===== src/rtl/flsts_pkg.sv =====
// Shared definitions for the flash status generator: sequencer states,
// position of the toggling status bit, and state classification helpers.
package flsts_pkg;

    typedef enum logic [2:0] {
        ST_IDLE  = 3'd0,
        ST_PROG  = 3'd1,
        ST_ETO   = 3'd2,
        ST_ERASE = 3'd3,
        ST_PROT  = 3'd4,
        ST_SUSP  = 3'd5,
        ST_SPROG = 3'd6
    } fl_state_e;

    localparam int TOG_POS = 6;

    // True in every state where an embedded algorithm runs (busy and toggling).
    function automatic logic is_running(input fl_state_e s);
        return (s == ST_PROG) || (s == ST_ETO) || (s == ST_ERASE) ||
               (s == ST_PROT) || (s == ST_SPROG);
    endfunction

endpackage


===== src/rtl/flsts_timer.sv =====
// Down-counter timing the current phase. Load takes priority over restore,
// and restore over the free-running decrement. A save copies the live count
// into a holding register so a suspended erase can continue later.
// Assumes load and restore are never requested together.
module flsts_timer #(
    parameter int CNT_W = 16
) (
    input  logic             clk,
    input  logic             rst_n,
    input  logic             load,
    input  logic [CNT_W-1:0] load_val,
    input  logic             save,
    input  logic             restore,
    output logic             expired
);

    logic [CNT_W-1:0] cnt;
    logic [CNT_W-1:0] held;

    // Phase count: reload, restore from hold, or count down to zero.
    always_ff @(posedge clk) begin
        if (!rst_n) begin
            cnt <= '0;
        end else if (load) begin
            cnt <= load_val;
        end else if (restore) begin
            cnt <= held;
        end else if (cnt != '0) begin
            cnt <= cnt - 1'b1;
        end
    end

    // Holding register for the remaining erase count across a suspend.
    always_ff @(posedge clk) begin
        if (!rst_n) begin
            held <= '0;
        end else if (save) begin
            held <= cnt;
        end
    end

    assign expired = (cnt == '0);

endmodule


===== src/rtl/flsts_seq.sv =====
// Operation sequencer. Decides the phase (program, erase time-out, erase
// body, protected toggle window, suspend, program-in-suspend) and drives the
// phase timer. A loaded count of N-1 gives N active clock edges.
// Assumes every duration parameter is at least 1.
module flsts_seq
    import flsts_pkg::*;
#(
    parameter int CNT_W          = 16,
    parameter int PROG_CYC       = 1000,
    parameter int ETO_CYC        = 6250,
    parameter int ERASE_CYC      = 100000,
    parameter int PROT_PROG_CYC  = 125,
    parameter int PROT_ERASE_CYC = 12500
) (
    input  logic             clk,
    input  logic             rst_n,
    input  logic             cmd_done,
    input  logic             op_erase,
    input  logic             tgt_protected,
    input  logic             susp_req,
    input  logic             resume_req,
    input  logic             expired,
    output fl_state_e        state,
    output logic             tmr_load,
    output logic [CNT_W-1:0] tmr_val,
    output logic             tmr_save,
    output logic             tmr_restore
);

    localparam logic [CNT_W-1:0] PROG_V  = CNT_W'(PROG_CYC - 1);
    localparam logic [CNT_W-1:0] ETO_V   = CNT_W'(ETO_CYC - 1);
    localparam logic [CNT_W-1:0] ERASE_V = CNT_W'(ERASE_CYC - 1);
    localparam logic [CNT_W-1:0] PP_V    = CNT_W'(PROT_PROG_CYC - 1);
    localparam logic [CNT_W-1:0] PE_V    = CNT_W'(PROT_ERASE_CYC - 1);

    fl_state_e nxt;

    // Next-phase decision and timer control for the current phase.
    always_comb begin
        nxt         = state;
        tmr_load    = 1'b0;
        tmr_val     = '0;
        tmr_save    = 1'b0;
        tmr_restore = 1'b0;
        case (state)
            ST_IDLE: begin
                if (cmd_done) begin
                    tmr_load = 1'b1;
                    if (tgt_protected) begin
                        nxt     = ST_PROT;
                        tmr_val = op_erase ? PE_V : PP_V;
                    end else if (op_erase) begin
                        nxt     = ST_ETO;
                        tmr_val = ETO_V;
                    end else begin
                        nxt     = ST_PROG;
                        tmr_val = PROG_V;
                    end
                end
            end
            ST_PROG, ST_PROT: begin
                if (expired) nxt = ST_IDLE;
            end
            ST_ETO: begin
                if (expired) begin
                    nxt      = ST_ERASE;
                    tmr_load = 1'b1;
                    tmr_val  = ERASE_V;
                end
            end
            ST_ERASE: begin
                if (susp_req) begin
                    nxt      = ST_SUSP;
                    tmr_save = 1'b1;
                end else if (expired) begin
                    nxt = ST_IDLE;
                end
            end
            ST_SUSP: begin
                if (resume_req) begin
                    nxt         = ST_ERASE;
                    tmr_restore = 1'b1;
                end else if (cmd_done && !op_erase) begin
                    nxt      = ST_SPROG;
                    tmr_load = 1'b1;
                    tmr_val  = tgt_protected ? PP_V : PROG_V;
                end
            end
            ST_SPROG: begin
                if (expired) nxt = ST_SUSP;
            end
            default: nxt = ST_IDLE;
        endcase
    end

    // Phase register.
    always_ff @(posedge clk) begin
        if (!rst_n) state <= ST_IDLE;
        else        state <= nxt;
    end

endmodule


===== src/rtl/flsts_rdout.sv =====
// Read-return path. On each read strobe it registers either the status word
// (bit TOG_POS = toggle flop, other bits zero) or the array word, and it
// inverts the toggle flop after every read taken while an operation runs.
// Assumes DATA_W > TOG_POS.
module flsts_rdout
    import flsts_pkg::*;
#(
    parameter int DATA_W = 16
) (
    input  logic              clk,
    input  logic              rst_n,
    input  logic              rd_strobe,
    input  logic              running,
    input  logic [DATA_W-1:0] array_data,
    output logic [DATA_W-1:0] rd_data
);

    logic              tog_q;
    logic [DATA_W-1:0] status_w;

    // Status word: only the toggle bit may be set.
    always_comb begin
        status_w          = '0;
        status_w[TOG_POS] = tog_q;
    end

    // Toggle flop: flips on each read that lands during an operation.
    always_ff @(posedge clk) begin
        if (!rst_n)                     tog_q <= 1'b0;
        else if (rd_strobe && running)  tog_q <= ~tog_q;
    end

    // Read data register: captured at the read strobe, held otherwise.
    always_ff @(posedge clk) begin
        if (!rst_n)         rd_data <= '0;
        else if (rd_strobe) rd_data <= running ? status_w : array_data;
    end

endmodule


===== src/rtl/flash_status_gen.sv =====
// Top of the flash status generator. It combines the sequencer, the phase
// timer and the read-return path, and it drives the open-drain ready/busy
// line as a pull-low enable. Assumes single-cycle strobes on the synchronous
// inputs, and that the duration parameters are all at least 1.
module flash_status_gen
    import flsts_pkg::*;
#(
    parameter int DATA_W         = 16,
    parameter int PROG_CYC       = 1000,
    parameter int ETO_CYC        = 6250,
    parameter int ERASE_CYC      = 100000,
    parameter int PROT_PROG_CYC  = 125,
    parameter int PROT_ERASE_CYC = 12500
) (
    input  logic              clk,
    input  logic              rst_n,
    input  logic              cmd_done,
    input  logic              op_erase,
    input  logic              tgt_protected,
    input  logic              susp_req,
    input  logic              resume_req,
    input  logic              rd_strobe,
    input  logic [DATA_W-1:0] array_data,
    output logic [DATA_W-1:0] rd_data,
    output logic              busy_pull_low
);

    localparam int MAX_A   = (PROG_CYC > ETO_CYC) ? PROG_CYC : ETO_CYC;
    localparam int MAX_B   = (ERASE_CYC > PROT_PROG_CYC) ? ERASE_CYC : PROT_PROG_CYC;
    localparam int MAX_C   = (MAX_A > MAX_B) ? MAX_A : MAX_B;
    localparam int MAX_CYC = (MAX_C > PROT_ERASE_CYC) ? MAX_C : PROT_ERASE_CYC;
    localparam int CNT_W   = $clog2(MAX_CYC + 1);

    fl_state_e        seq_state;
    logic             tmr_load;
    logic [CNT_W-1:0] tmr_val;
    logic             tmr_save;
    logic             tmr_restore;
    logic             tmr_expired;
    logic             running;

    flsts_seq #(
        .CNT_W         (CNT_W),
        .PROG_CYC      (PROG_CYC),
        .ETO_CYC       (ETO_CYC),
        .ERASE_CYC     (ERASE_CYC),
        .PROT_PROG_CYC (PROT_PROG_CYC),
        .PROT_ERASE_CYC(PROT_ERASE_CYC)
    ) u_seq (
        .clk          (clk),
        .rst_n        (rst_n),
        .cmd_done     (cmd_done),
        .op_erase     (op_erase),
        .tgt_protected(tgt_protected),
        .susp_req     (susp_req),
        .resume_req   (resume_req),
        .expired      (tmr_expired),
        .state        (seq_state),
        .tmr_load     (tmr_load),
        .tmr_val      (tmr_val),
        .tmr_save     (tmr_save),
        .tmr_restore  (tmr_restore)
    );

    flsts_timer #(
        .CNT_W(CNT_W)
    ) u_timer (
        .clk     (clk),
        .rst_n   (rst_n),
        .load    (tmr_load),
        .load_val(tmr_val),
        .save    (tmr_save),
        .restore (tmr_restore),
        .expired (tmr_expired)
    );

    // Busy and toggling share one definition: an embedded algorithm is running.
    assign running       = is_running(seq_state);
    assign busy_pull_low = running;

    flsts_rdout #(
        .DATA_W(DATA_W)
    ) u_rdout (
        .clk       (clk),
        .rst_n     (rst_n),
        .rd_strobe (rd_strobe),
        .running   (running),
        .array_data(array_data),
        .rd_data   (rd_data)
    );

endmodule


===== config.mk =====
export PLATFORM = sky130hd
export DESIGN_NAME = flash_status_gen
export DESIGN_NICKNAME = d
export VERILOG_FILES = /design/src/rtl/flsts_pkg.sv /design/src/rtl/flsts_timer.sv /design/src/rtl/flsts_seq.sv /design/src/rtl/flsts_rdout.sv /design/src/rtl/flash_status_gen.sv
export SDC_FILE = /design/constraint.sdc
export NUM_CORES = 1
export LEC_CHECK = 0
export ABC_AREA = 1
export CORE_MARGIN = 5
export CORE_UTILIZATION = 59
export DETAILED_ROUTE_END_ITERATION = 6
export HOLD_SLACK_MARGIN = 0.06
export PLACE_DENSITY_LB_ADDON = 0.08
export SYNTH_ARGS = -nofsm -noshare
export SYNTH_HDL_FRONTEND = slang
export SYNTH_SLANG_ARGS = --single-unit

===== constraint.sdc =====
create_clock -name clk -period 2.45 [get_ports clk]
set_input_delay 0.49 -clock clk [delete_from_list [all_inputs] [get_ports clk]]
set_output_delay 0.49 -clock clk [all_outputs]
set_load 0.02 [all_outputs]

# --- After elaboration in Yosys (flattened, before gate mapping) ---
# Cells that the tools add are included.
word_totals:
  in_bits: 24
  elab_cells: 62
  reg_bits: 54
classes:
  n_eq_ne: 10
  n_reduce_logical: 13
  n_addsub: 1
  mux: 32
  bitwise_logic: 1
ops:
  columns: ["cell", "n"]
  rows:
  - ["two-way mux 17 bit", 8]
  - ["case mux 17 bit (3 select lines)", 1]
  - ["two-way mux 3 bit", 8]
  - ["case mux 3 bit (6 select lines)", 1]
  - ["logical NOT 17 bit", 1]
  - ["nonzero test 17 bit", 1]
  - ["subtractor 17 x 1 -> 17 bit, second input constant", 1]
  - ["two-way mux 16 bit", 1]
  - ["two-way mux 14 bit", 1]
  - ["two-way mux 13 bit", 1]
  - ["two-way mux 10 bit", 1]
  - ["== test 3 bit, second input constant", 3]
  - ["two-way mux 1 bit", 8]
  - ["== test 3 x 2 -> 1 bit, second input constant", 2]
  - ["!= test 2 bit, second input constant", 3]
  - ["logical OR 1 bit", 4]
  - ["AND reduction 4 bit", 1]
  - ["== test 3 x 1 -> 1 bit, second input constant", 1]
  - ["logical NOT 3 bit", 1]
  - ["!= test 3 x 2 -> 1 bit, second input constant", 1]
  - ["case mux 1 bit (3 select lines)", 1]
  - ["nonzero test 3 bit", 1]
  - ["logical AND 1 bit", 2]
  - ["two-way mux 2 bit", 1]
  - ["3 further kinds", 3]

# --- Depth between registers and ports, before layout ---
# Gate-level depths: netlist of the first run.
depth:
  depth_word: 6
  ltp_mapped: 14

# --- Hierarchy ---
# A second synthesis of the first run with hierarchy kept.
unflattened:
  cells_unflattened: 472
  hier_area_um2: 3175.5
modules_own_cells:
  columns: ["mod", "area_each_um2", "n_inst", "cells_per_inst"]
  rows:
  - ["flsts_timer", 1980.6, 1, 290]
  - ["flsts_rdout", 609.3, 1, 78]
  - ["flsts_seq", 565.5, 1, 99]
  - ["flash_status_gen", 20.0, 1, 5]

# --- Worst setup path after synthesis of the first run ---
# Ideal clock, no wire load.
synth_timing:
  kind: "register -> register"
  startpoint: "register u_timer.cnt[0]"
  endpoint: "register u_timer.cnt[1]"
  stages_incl_launch_ff: 15
  period_less_slack_ps: 1569
  n_path_buf: 1
  arrival_time_ps: 1456
  setup_slack_ps: 881
  path_cell_list: "dfxtp_1 inv_1 ha_1 inv_1 nor2_1 nand2_1 nor2_4 nand3_4 nand2_8 inv_4 buf_12 nand2_2 nand2_1 nor2_1 nor2_1"
synth_between:
  elab_chain_len: 4
  elab_cells_between_ends: 11
synth_rtl:
  columns: ["item", "line", "text"]
  rows:
  - ["from (decl)", "flsts_timer.sv:17", "logic [CNT_W-1:0] cnt;"]
  - ["from (signal assigned)", "flsts_timer.sv:25", "cnt <= load_val;"]
  - ["from (signal assigned)", "flsts_timer.sv:27", "cnt <= held;"]
  - ["from (signal assigned)", "flsts_timer.sv:29", "cnt <= cnt - 1'b1;"]
  - ["subtractor 17 x 1 -> 17 bit / logical NOT 17 bit (equally long branches)", "flsts_timer.sv:29, flsts_timer.sv:42", null]
  - ["two-way mux 17 bit, or another cell as far along", "flsts_timer.sv:28", "end else if (cnt != '0) begin"]
  - ["two-way mux 17 bit, or another cell as far along", "flsts_timer.sv:26", "end else if (restore) begin"]
  - ["two-way mux 17 bit / nonzero test 3 bit (equally long branches)", null, null]
# Parallel ways exist; a longest one is shown, timed or not. The select of a mux whose other input is x is not followed.
# A chain may end at the register's enable or synchronous reset.

# --- Final worst setup path of the first run ---
layout_timing:
  startpoint: "register u_seq.state[2]"
  endpoint: "output busy_pull_low"
layout_between:
  elab_chain_len: 5
  elab_cells_between_ends: 9
layout_rtl:
  columns: ["item", "line", "text"]
  rows:
  - ["from (decl)", "flsts_seq.sv:23", "output fl_state_e state,"]
  - ["from (signal assigned)", "flsts_seq.sv:99", "else state <= nxt;"]
  - ["== test 3 x 1 -> 1 bit / == test 3 x 2 -> 1 bit (equally long branches)", "flsts_pkg.sv:19", "return (s == ST_PROG) || (s == ST_ETO) || (s == ST_ERASE) ||"]
  - ["logical OR 1 bit (3 in series)", "flsts_pkg.sv:19", null]
  - ["logical OR 1 bit (*)", "flsts_pkg.sv:20", "(s == ST_PROT) || (s == ST_SPROG);"]
  - ["to (decl)", "flash_status_gen.sv:25", "output logic busy_pull_low"]
# Mark *: on every way between the ends. The rest lies on a longest branch, timed or not.

==> results of run 1 <==
-- registers in the layout (all words and copies together) (netlist names) --
name / cells
u_rdout.rd_data: 16
u_rdout.tog_q: 1
u_seq.state: 3
u_timer.cnt: 17
u_timer.held: 17
-- per-stage QoR --
stage               cells  utilization [%]  total power (W)  worst slack [ns]  hold slack (ns)
finish                577             71.3          0.00418             0.218            0.466
global route          577             71.3          0.00455             0.126            0.499
CTS                   577             71.3          0.00415             0.212            0.469
detailed placement    569             69.5          0.00363             0.238            0.443
global placement      569             69.5          0.00359             0.307            0.441
floorplan             466                -          0.00308             0.881            0.430
-- critical path, stage by stage (launching register included) --
cell and delay [ns]:
dfxtp_1 0.47, inv_2 0.10, nand3_4 0.12, nand2_1 0.09
inv_1 0.06, clkdlybuf4s50_1 0.59
-- cells by family (layout without fill, tap and decap cells) --
kind of cell             count (synthesis)  after routing  share of synthesized area [%]
flip-flops                              54             54                           35.3
adder cells (fa/ha/maj)                  7              7                           2.86
XOR/XNOR                                 1              1                          0.286
buffers and inverters                   63            104                           8.82
AO/OA/AOI/OAI                           79             79                           13.3
AND/OR/NAND/NOR                        262            262                           39.4
-- worst max-delay path by stage --
stage          slack, ns  cells after the start            from              end
3_3_place_gp        0.31                      8        op_erase  u_timer.cnt[10]
5_1_grt             0.13                      5  u_seq.state[2]    busy_pull_low
6_report            0.22                      5  u_seq.state[2]    busy_pull_low
2_1_floorplan       0.88                     14  u_timer.cnt[0]   u_timer.cnt[1]
3_5_place_dp        0.24                      8   tgt_protected   u_timer.cnt[2]
4_1_cts             0.21                      5  u_seq.state[2]    busy_pull_low
-- metal layers --
layer / share of wire (%) / vias to the layer above / routed length [um]
met3: 6.2 / 11 / 470
met2: 48 / 110 / 3670
met5: 0 / - / 0
met1: 44 / 1384 / 3370
li1: - / 1568 / -
met4: 1.5 / 0 / 112
-- where the power goes --
part | internal [W] | switching [W] | total (W)
clock | 0.000229 | 0.000281 | 0.000510
combinational | 0.000848 | 0.00155 | 0.00240
sequential | 0.00108 | 0.000188 | 0.00127
-- placed cells by master (no fill, tap or decap), types with 4 or more instances in the layout --
cell and count:
inv_2 4, a21oi_1 42, clkbuf_8 6, nand2_2 6
inv_1 44, ha_1 7, or2_2 4, o21ai_0 30
nand3b_1 4, nor2_1 73, clkdlybuf4s50_1 40, nor2_2 6
nor2_4 4, nand3_1 22, nand2_1 122, buf_4 4
nand4_1 10, dfxtp_1 54
-- layout make-up --
class,count,area [um2]
Fill cell,459,1460
Inverter,51,194
Sequential cell,54,1080
Clock buffer,7,86.3
Timing Repair Buffer,45,450
Clock inverter,1,5.00
Multi-Input combinational cell,349,1710
Tap cell,70,87.6
==> results.sh, run 1 <==
export IMPL_synth_common_cells="122 x nand2_1, 73 x nor2_1, 54 x dfxtp_1, 44 x inv_1, 42 x a21oi_1"
export IMPL_cts_made_buffers=5
export IMPL_maxCapViolCount=0
export IMPL_grt_max_degree=33
export IMPL_gp_congestion=0.945
export IMPL_ys_async_sr_fraction_pct=0
export IMPL_drt_pass1_iterations=4
export IMPL_ys_seq_elements=54
export IMPL_drive_gt1_share_pct=8.88
export IMPL_worst_r2r_startpoint="u_timer.cnt[1]"
export IMPL_wl_per_cell_um=13.2
export IMPL_period_share_pct=91.1
export IMPL_die_x_um=82.1
export IMPL_mappedNetlistNets=497
export IMPL_syn_to_final_growth_pct=18.1
export IMPL_use_met2_pct=38.7
export IMPL_cts_buffer_depth=2
export IMPL_track_usage_pct=24.2
export IMPL_setup_viol=0
export IMPL_reg2reg_to="u_timer.cnt[16]"
export IMPL_fp_dieArea_um2=6730
export IMPL_synth_edf_count=0
export IMPL_synth_most_common_cell="nand2_1"
export IMPL_drt_iter0_markers=287
export IMPL_syn_area_um2=3060
export IMPL_top_usage_layer="met2"
export IMPL_ant_nets=0
export IMPL_drc_errors=0
export IMPL_holdCritStartpoint="u_rdout.rd_data[1]"
export IMPL_status="complete, no violations"
export IMPL_portBuffers=40
export IMPL_slew_limit_headroom_pct=67.7
export IMPL_cts_clk_slew_worst_paths_ns=0.09
export IMPL_fin_crit_ns=2.23
export IMPL_reg2reg_slack_ns=0.57
export IMPL_rsz0062_at_grt="false"
export IMPL_tns_ns=0
export IMPL_layout_nets=537
export IMPL_fmax_ghz=0.448
export IMPL_postPlaceCellArea_um2=3520
export IMPL_rows=26
export IMPL_start_util_pct=60.4
export IMPL_cp_data_arrival_time_ns=1.74
export IMPL_power_density_nw_per_um2=1150
export IMPL_cts_tree="built"
export IMPL_core_area_um2=5070
export IMPL_postCtsSetupBuffers=0
export IMPL_cts_root_buf="clkbuf_8"
export IMPL_ys_seq_area_share_pct=35.3
export IMPL_drt_wl_total_um=7620
export IMPL_yosysTopAreaCell="dfxtp_1"
export IMPL_antenna_cells_inserted=0
export IMPL_grt_use_met3_pct=5.04
export IMPL_synth_top_cell_area_share_pct=35.3
export IMPL_grt_pass1_vias=2766
export IMPL_ff2ff_path_depth=9
export IMPL_max_vdd_ir_drop_v=0.000685
export IMPL_criticalPathCategory="reg -> out"
export IMPL_netlist_top_cells_area="dfxtp_1 35%, nand2_1 15%, nor2_1 8.9%"
export IMPL_yosys_cell_types_count=33
export IMPL_leakagePower_nw=1.66
export IMPL_clk_latency_ns=0.31
export IMPL_viasPerCell=5.33
export IMPL_slew_viol_final=0
export IMPL_ctsHoldBuffers=0
export IMPL_vias=3073
export IMPL_fin_area_um2=3620
export IMPL_htree_levels=2
export IMPL_worstHoldPathType="reg -> reg"
export IMPL_io_pins=41
export IMPL_fin_skew_ns=0.00801
export IMPL_grt_antenna_before_repair=0
export IMPL_final_hold_violation_count=0
export IMPL_critPathCaptureType="output port"
export IMPL_synth_warnings=0
export IMPL_use_met1_pct=32.7
export IMPL_cts_sinks=54
export IMPL_avgSynthCellArea_um2=6.57
export IMPL_post_cts_resized=0
export IMPL_cp_max_fo=6
export IMPL_synth_ff_type="dfxtp_1"
export IMPL_die_height_um=82.1
export IMPL_required_ns=1.96
export IMPL_hold_end="u_rdout.rd_data[1]"
export IMPL_hpwlAfterDp_um=5770
export IMPL_synthesis_instances=466
export IMPL_hold_depth=2
export IMPL_tightest_slew_ns=0.484
export IMPL_cp_start_kind="register"
export IMPL_grt_ovfl_total=0
export IMPL_grt_pass1_wl_um=12600
(Power assumes the default switching activity.)
==> inputs of run 2 (changes only) <==
--- a/config.mk
+++ b/config.mk
@@ -11,6 +11,7 @@
 export DETAILED_ROUTE_END_ITERATION = 6
 export HOLD_SLACK_MARGIN = 0.06
 export PLACE_DENSITY_LB_ADDON = 0.08
+export SLEW_MARGIN = 20
 export SYNTH_ARGS = -nofsm -noshare
 export SYNTH_HDL_FRONTEND = slang
 export SYNTH_SLANG_ARGS = --single-unit
==> results of run 2 <==
The final DEF is identical to that of run 1; final timing and power are the same.
